[src/rtl/i2c_cmd_slave.sv]
module i2c_cmd_slave #(
  parameter logic [6:0] DEV_ADDR = 7'h78
) (
  input  logic       clk,
  input  logic       rst_n,
  input  logic       scl_i,
  input  logic       sda_i,
  output logic       sda_pull_o,
  output logic       cmd_valid_o,
  output logic [7:0] cmd_byte_o,
  input  logic [7:0] rd_data_i,
  output logic       rd_take_o
);

  typedef enum logic [2:0] {
    S_IDLE, S_ADDR, S_AACK, S_CMD, S_CACK, S_TX, S_MACK
  } st_t;

  logic [1:0] scl_sy, sda_sy;
  logic       scl_q, sda_q;
  st_t        st;
  logic [2:0] cnt;
  logic [7:0] sr, tx;
  logic       full, rw, got_cmd, mnack, pull;

  always_ff @(posedge clk or negedge rst_n) begin
    if (!rst_n) begin
      scl_sy <= 2'b11;
      sda_sy <= 2'b11;
      scl_q  <= 1'b1;
      sda_q  <= 1'b1;
    end else begin
      scl_sy <= {scl_sy[0], scl_i};
      sda_sy <= {sda_sy[0], sda_i};
      scl_q  <= scl_sy[1];
      sda_q  <= sda_sy[1];
    end
  end

  logic scl_now, sda_now, scl_rise, scl_fall, start_det, stop_det;
  assign scl_now   = scl_sy[1];
  assign sda_now   = sda_sy[1];
  assign scl_rise  = scl_now & ~scl_q;
  assign scl_fall  = ~scl_now & scl_q;
  assign start_det = scl_now & scl_q & sda_q & ~sda_now;
  assign stop_det  = scl_now & scl_q & ~sda_q & sda_now;

  assign sda_pull_o = pull;

  always_ff @(posedge clk or negedge rst_n) begin
    if (!rst_n) begin
      st          <= S_IDLE;
      cnt         <= '0;
      sr          <= '0;
      tx          <= '0;
      full        <= 1'b0;
      rw          <= 1'b0;
      got_cmd     <= 1'b0;
      mnack       <= 1'b1;
      pull        <= 1'b0;
      cmd_valid_o <= 1'b0;
      cmd_byte_o  <= '0;
      rd_take_o   <= 1'b0;
    end else begin
      cmd_valid_o <= 1'b0;
      rd_take_o   <= 1'b0;
      if (start_det) begin
        st      <= S_ADDR;
        cnt     <= '0;
        full    <= 1'b0;
        pull    <= 1'b0;
        got_cmd <= 1'b0;
      end else if (stop_det) begin
        st   <= S_IDLE;
        full <= 1'b0;
        pull <= 1'b0;
      end else begin
        case (st)
          S_ADDR, S_CMD: begin
            if (scl_rise) begin
              sr   <= {sr[6:0], sda_now};
              cnt  <= cnt + 3'd1;
              full <= (cnt == 3'd7);
            end else if (scl_fall && full) begin
              full <= 1'b0;
              if (st == S_ADDR) begin
                if (sr[7:1] == DEV_ADDR) begin
                  rw   <= sr[0];
                  pull <= 1'b1;
                  st   <= S_AACK;
                end else begin
                  st <= S_IDLE;
                end
              end else if (!got_cmd) begin
                got_cmd     <= 1'b1;
                cmd_byte_o  <= sr;
                cmd_valid_o <= 1'b1;
                pull        <= 1'b1;
                st          <= S_CACK;
              end else begin
                st <= S_IDLE;
              end
            end
          end
          S_AACK: begin
            if (scl_fall) begin
              cnt <= '0;
              if (rw) begin
                tx        <= rd_data_i;
                rd_take_o <= 1'b1;
                pull      <= ~rd_data_i[7];
                st        <= S_TX;
              end else begin
                pull <= 1'b0;
                st   <= S_CMD;
              end
            end
          end
          S_CACK: begin
            if (scl_fall) begin
              pull <= 1'b0;
              cnt  <= '0;
              st   <= S_CMD;
            end
          end
          S_TX: begin
            if (scl_fall) begin
              if (cnt == 3'd7) begin
                pull <= 1'b0;
                st   <= S_MACK;
              end else begin
                cnt  <= cnt + 3'd1;
                tx   <= {tx[6:0], 1'b0};
                pull <= ~tx[6];
              end
            end
          end
          S_MACK: begin
            if (scl_rise) begin
              mnack <= sda_now;
            end else if (scl_fall) begin
              cnt <= '0;
              if (!mnack) begin
                tx        <= rd_data_i;
                rd_take_o <= 1'b1;
                pull      <= ~rd_data_i[7];
                st        <= S_TX;
              end else begin
                pull <= 1'b0;
                st   <= S_IDLE;
              end
            end
          end
          default: pull <= 1'b0;
        endcase
      end
    end
  end

  a_r9_pull_moves_with_scl_low: assert property (@(posedge clk) disable iff (!rst_n)
    (sda_pull_o != $past(sda_pull_o)) && !$past(start_det) && !$past(stop_det)
      |-> !$past(scl_now));

  a_r5_cmd_strobe_single: assert property (@(posedge clk) disable iff (!rst_n)
    cmd_valid_o |=> !cmd_valid_o);

  a_r7_take_strobe_single: assert property (@(posedge clk) disable iff (!rst_n)
    rd_take_o |=> !rd_take_o);

  a_r7_take_not_with_cmd: assert property (@(posedge clk) disable iff (!rst_n)
    !(rd_take_o && cmd_valid_o));

  a_r3_idle_released: assert property (@(posedge clk) disable iff (!rst_n)
    $past(st == S_IDLE) && (st == S_IDLE) |-> !sda_pull_o);

  a_r6_cmd_once_per_txn: assert property (@(posedge clk) disable iff (!rst_n)
    cmd_valid_o |-> $past(st == S_CMD));

endmodule

[config.mk]
export PLATFORM = sky130hd
export DESIGN_NAME = i2c_cmd_slave
export DESIGN_NICKNAME = d
export VERILOG_FILES = /design/src/rtl/i2c_cmd_slave.sv
export SDC_FILE = /design/constraint.sdc
export NUM_CORES = 1
export LEC_CHECK = 0
export CAP_MARGIN = 5
export CORE_ASPECT_RATIO = 2
export CORE_UTILIZATION = 35
export DETAILED_ROUTE_END_ITERATION = 16
export PLACE_DENSITY = 0.6
export SLEW_MARGIN = 15
export SYNTH_ARGS = -nofsm -noshare
export SYNTH_HDL_FRONTEND = slang
export SYNTH_SLANG_ARGS = --single-unit
export TNS_END_PERCENT = 5
[constraint.sdc]
create_clock -name clk -period 3.45 [get_ports clk]
set_input_delay 0.69 -clock clk [delete_from_list [all_inputs] [get_ports clk]]
set_output_delay 0.69 -clock clk [all_outputs]
set_load 0.01 [all_outputs]
[Word level (Yosys, flattened, before mapping)]
Cells that the tools add are included.
Operators by class
  bitwise operators: 18
  reductions and logical operators: 20
  add/sub/neg operators: 1
  multiplexer cells: 74
  equal/unequal tests: 32
Operators with widths (count)
  two-way mux 3 bit: 21
  two-way mux 7 bit: 7
  two-way mux 1 bit: 40
  != test 4 bit, second input constant: 8
  one-hot mux 7 bit (3 select lines): 1
  != test 2 bit, second input constant: 9
  AND reduction 9 bit: 2
  one-hot mux 3 bit (5 select lines): 1
  AND reduction 7 bit: 2
  equality test 3 bit, second input constant: 4
  != test 3 bit, second input constant: 4
  one-hot mux 3 bit (4 select lines): 1
  inverter 1 bit: 11
  != test 5 bit, second input constant: 2
  AND reduction 10 bit: 1
  AND reduction 4 bit: 2
  AND 1 bit: 7
  equality test 7 bit, second input constant: 1
  nonzero test 7 bit: 1
  equality test 3 x 2 -> 1 bit, second input constant: 2
  AND reduction 6 bit: 1
  nonzero test 3 bit: 2
  one-hot mux 1 bit (5 select lines): 1
  AND reduction 5 bit: 1
  other kinds (11): 13
Word-level totals
  logic and storage cells: 161
  output and inout bits: 11
  register bits after elaboration: 42

[Depth between registers and ports, before layout]
  word-level depth: 8
  mapped depth: 8

[Least setup slack after synthesis]
OpenSTA, ideal clock, no wires.
  path kind: flip-flop to flip-flop
  start: register cnt[0]
  end: register cnt[0]
  arrival: 1685 ps
  slack: 1637 ps
  path buffers: 0
  cell stages (with the launch flop): 8
  setup time: 128 ps
  data required time: 3322 ps
  path through: dfrtp_1 -> ha_1 -> ha_1 -> nor2_1 -> a21o_1 -> a221oi_1 -> a211oi_2 -> mux2_1
On the way
  cells in the longest elaborated chain, start to end: 6
  elaborated cells on any way between the ends: 12
RTL lines
  from (decl): RTL line 22  | logic [2:0] cnt;
  from (signal assigned): RTL line 82  | cnt <= cnt + 3'd1;
  from (signal assigned): RTL line 132  | cnt <= cnt + 3'd1;
  adder 3 x 1 -> 3 bit: RTL line 82, 132
  two-way mux 3 bit: RTL line 128  | if (cnt == 3'd7) begin
  two-way mux 3 bit: RTL line 127  | if (scl_fall) begin
  one-hot mux 3 bit (4 select lines): RTL line 78  | case (st)
  two-way mux 3 bit: RTL line 73  | end else if (stop_det) begin
  two-way mux 3 bit: RTL line 67  | if (start_det) begin
Several ways; a longest one is shown, not always the timed one. The select of a mux whose other input is x is not followed.
A chain may end at the register's enable or synchronous reset.

[Worst setup path after layout]
  start: register cnt[0]
  end: register tx[0]
On the way
  cells in the longest elaborated chain, start to end: 3
RTL lines
  equality test 3 bit: RTL line 128
  != test 2 bit (no line)
  AND reduction 10 bit (no line)
  to (signal assigned): RTL line 109  | tx <= rd_data_i;
  to (signal assigned): RTL line 133  | tx <= {tx[6:0], 1'b0};
  to (signal assigned): RTL line 144  | tx <= rd_data_i;
  to (decl): RTL line 23  | logic [7:0] sr, tx;
Every way passes these cells.

==> flow_summary.yaml <==
routing:
  drc_errors: 0
  viasPerCell: 5.302
  wl_mm: 3.882
  final_antenna_net_count: 0
  vias: 1389
  drtPass1Iterations: 4
  wire_per_inst_um: 14.82
  drt-initial-drc-count: 18
sta:
  tightest_slew_ps: 912.2
  fin_tns_setup_ps: 0
  setup_violations: 0
  drv_slew: 0
  min_period_over_period: 0.6227
  finalHoldViolCount: 0
  min_period_ps: 2148
  rsz0062_at_grt: "false"
  slew-limit-headroom: 0.3918
  max_clock_freq_mhz: 465.5
  fin_worst_skew_ps: 4.499
die:
  die_x_um: 55.50
  start_util: 0.3664
  die_area_um2: 6048
  ios: 23
  die_h_um: 109.0
  design.core.area_um2: 5468
  rows: 38
grt:
  grtUsageMet2: 0.2676
  use_met1: 0.1486
  overflow: 0
  grt_pass1_vias: 1424
  grt_pass1_wl_mm: 6.679
  grt_use_met3: 0.02254
  antenna_found_initial: 0
  grt_start_max_net_pins: 43
  busiest_layer: "met2"
  grt_util_all_layers: 0.1444
logic_synthesis:
  synthFlopType: "dfrtp_1"
  avgSynthCellArea_um2: 11.13
  synth_top_area_frac: 0.4372
  synth_area_leaders: "dfrtp_1, dfstp_2, mux2_1"
  async_reset_ff_frac: 1.000
  syn_nets: 194
  syn_area_um2: 2003
  synth_edf_count: 0
  syn_inst: 180
  ys_ff_latch: 42
  synthTopCellsByCount: "dfrtp_1, nor2_1, a21oi_1"
  synth_top_cell_by_area: "dfrtp_1"
  synth-seq-area-share: 0.5290
  yosys_warnings: 0
  synth_most_common_cell: "dfrtp_1"
  yosysUniqueCellTypes: 44
setup_path:
  r2r_start: "cnt[0]$_DFFE_PN0P_"
  path_class: "reg2reg"
  cpPeakStageDelay_ps: 700
  path_cells: "ha_1 > ha_1 > nor2_1 > a32oi_1 > a211oi_2 > nand3_1 > o21ai_1"
  reg2reg_depth: 7
  required_ps: 3670
  cp_slowest_cell: "a211oi_2"
  cp_max_fo: 14
  arrival_ps: 2370
  r2r_end: "tx[0]$_DFFE_PN0P_"
  path_common_cell: "ha_1"
  worstSetupEndpointType: "register"
  r2r_slack_ps: 1300
  start_kind: "register"
pwr:
  ir_drop_v: 0.0003689
  finalPower_w: 0.001267
  powerDensity_nw_per_um2: 542.4
  leakage_nw: 1.010
finish:
  syn_to_final_growth_pct: 16.61
  fill_cells: 517
  antenna_cells: 0
  drive_above_1_share: 0.1634
  post-route-cell-area_um2: 2336
  fin_nets: 215
clock_network:
  cts_htree_levels: 2
  cts_setup_buffers: 0
  cts_tree: "done"
  cts_sinks: 42
  ctsResizeCount: 0
  clock-root-buffer: "clkbuf_8"
  clock_latency_ps: 290
  clockBufferDepth: 2
  cts_buffers: 5
  cts_hold_buf: 0
  clk_pin_slew_ps: 80
run:
  cap_violations: 0
place:
  dpl_cell_area_um2: 2248
  dp_hpwl_mm: 2.867
  io_buffers: 22
  gp_congestion: 0.8465
hold_path:
  hold_path_class: "reg2reg"
  min_path_cells: 0
  holdPathEnd: "scl_sy[1]$_DFF_PN1_"
  min_from: "scl_sy[0]$_DFF_PN1_"
outcome:
  status: "finished clean"
## state kept, by name, indices dropped and copies added (netlist names)
name,cells
scl_q,1
cmd_valid_o,1
scl_sy,2
sr,8
full,1
got_cmd,1
sda_sy,2
sda_pull_o,1
cnt,3
mnack,1
sda_q,1
cmd_byte_o,8
tx,7
rw,1
st,3
rd_take_o,1
## placed cells by master, fill, tap and decap left out, types with 2 or more instances in the layout
master / instances
a211oi_1: 2
a211oi_2: 2
a21oi_1: 14
clkbuf_8: 5
clkdlybuf4s50_1: 21
clkinv_2: 2
dfrtp_1: 35
dfstp_2: 7
ha_1: 2
inv_1: 6
mux2_1: 12
mux2_2: 8
mux2i_1: 7
nand2_1: 11
nand2b_1: 2
nand3_1: 3
nand4b_1: 2
nor2_1: 18
nor2b_1: 3
nor2b_2: 2
nor3_1: 5
nor4_1: 2
o21ai_0: 6
o21ai_1: 3
## per-stage QoR
step | std cells | hold WS (ps) | worst slack [ps] | util
4_1_cts | 262 | 360.1 | 1294 | 0.4272
3_3_place_gp | 254 | 345.8 | 1305 | 0.4112
5_1_grt | 262 | 361.9 | 1102 | 0.4272
2_1_floorplan | 180 | 345.2 | 1637 | -
6_report | 262 | 358.2 | 1302 | 0.4272
3_5_place_dp | 254 | 347.5 | 1306 | 0.4112
## layer usage
layer  wire (um)  part of all wire
met5           0                 0
met4         147             0.038
met3          87             0.022
met2        2097              0.54
met1        1549              0.40
## worst max path at each step
stage,to,cells past startpoint,slack [ps],startpoint
floorplan,cnt[0]$_DFFE_PN0P_,7,1640,cnt[0]$_DFFE_PN0P_
global placement,tx[0]$_DFFE_PN0P_,7,1300,cnt[0]$_DFFE_PN0P_
detailed placement,tx[1]$_DFFE_PN0P_,6,1310,cnt[0]$_DFFE_PN0P_
CTS,tx[1]$_DFFE_PN0P_,6,1290,cnt[0]$_DFFE_PN0P_
global route,tx[0]$_DFFE_PN0P_,7,1100,cnt[0]$_DFFE_PN0P_
finish,tx[0]$_DFFE_PN0P_,7,1300,cnt[0]$_DFFE_PN0P_
## where the power goes
part           switching (W)  leakage (nW)  internal (W)  total (W)
clock network       0.000173        0.0483      0.000142   0.000316
registers          0.0000936         0.506      0.000596   0.000690
logic               0.000119         0.455      0.000142   0.000262
total               0.000386          1.01      0.000881    0.00127
## logic make-up (layout without fill, tap and decap cells)
| kind of cell | after synthesis | in the layout | share of synthesized area |
|---|---|---|---|
| fa+ha+maj | 2 | 2 | 0.01249 |
| simple gates | 55 | 55 | 0.1493 |
| flops | 42 | 42 | 0.5290 |
| compound gates | 38 | 38 | 0.1218 |
| buf+inv | 15 | 37 | 0.03560 |
| mux | 27 | 27 | 0.1474 |
| xor+xnor | 1 | 1 | 0.004373 |
## worst max-delay path, delay by kind of cell (launching register included)
kind / cells / cell delay [ps]
AOI/OAI and AO/OA: 3 / 950
DFF: 1 / 400
adders and majority gates: 2 / 440
and+or+nand+nor: 2 / 290
## final cells by class
type | instances | area, um2 | area share
timing repair buffer | 22 | 215.2 | 0.09213
tap | 60 | 75.07 | 0.03214
clock inverter | 3 | 18.77 | 0.008034
sequential | 42 | 1060 | 0.4537
clock buffer | 5 | 68.82 | 0.02946
multi-input combinational | 123 | 872.1 | 0.3733
inverter | 7 | 26.28 | 0.01125
No activity file was read; power rests on OpenSTA's default activity.
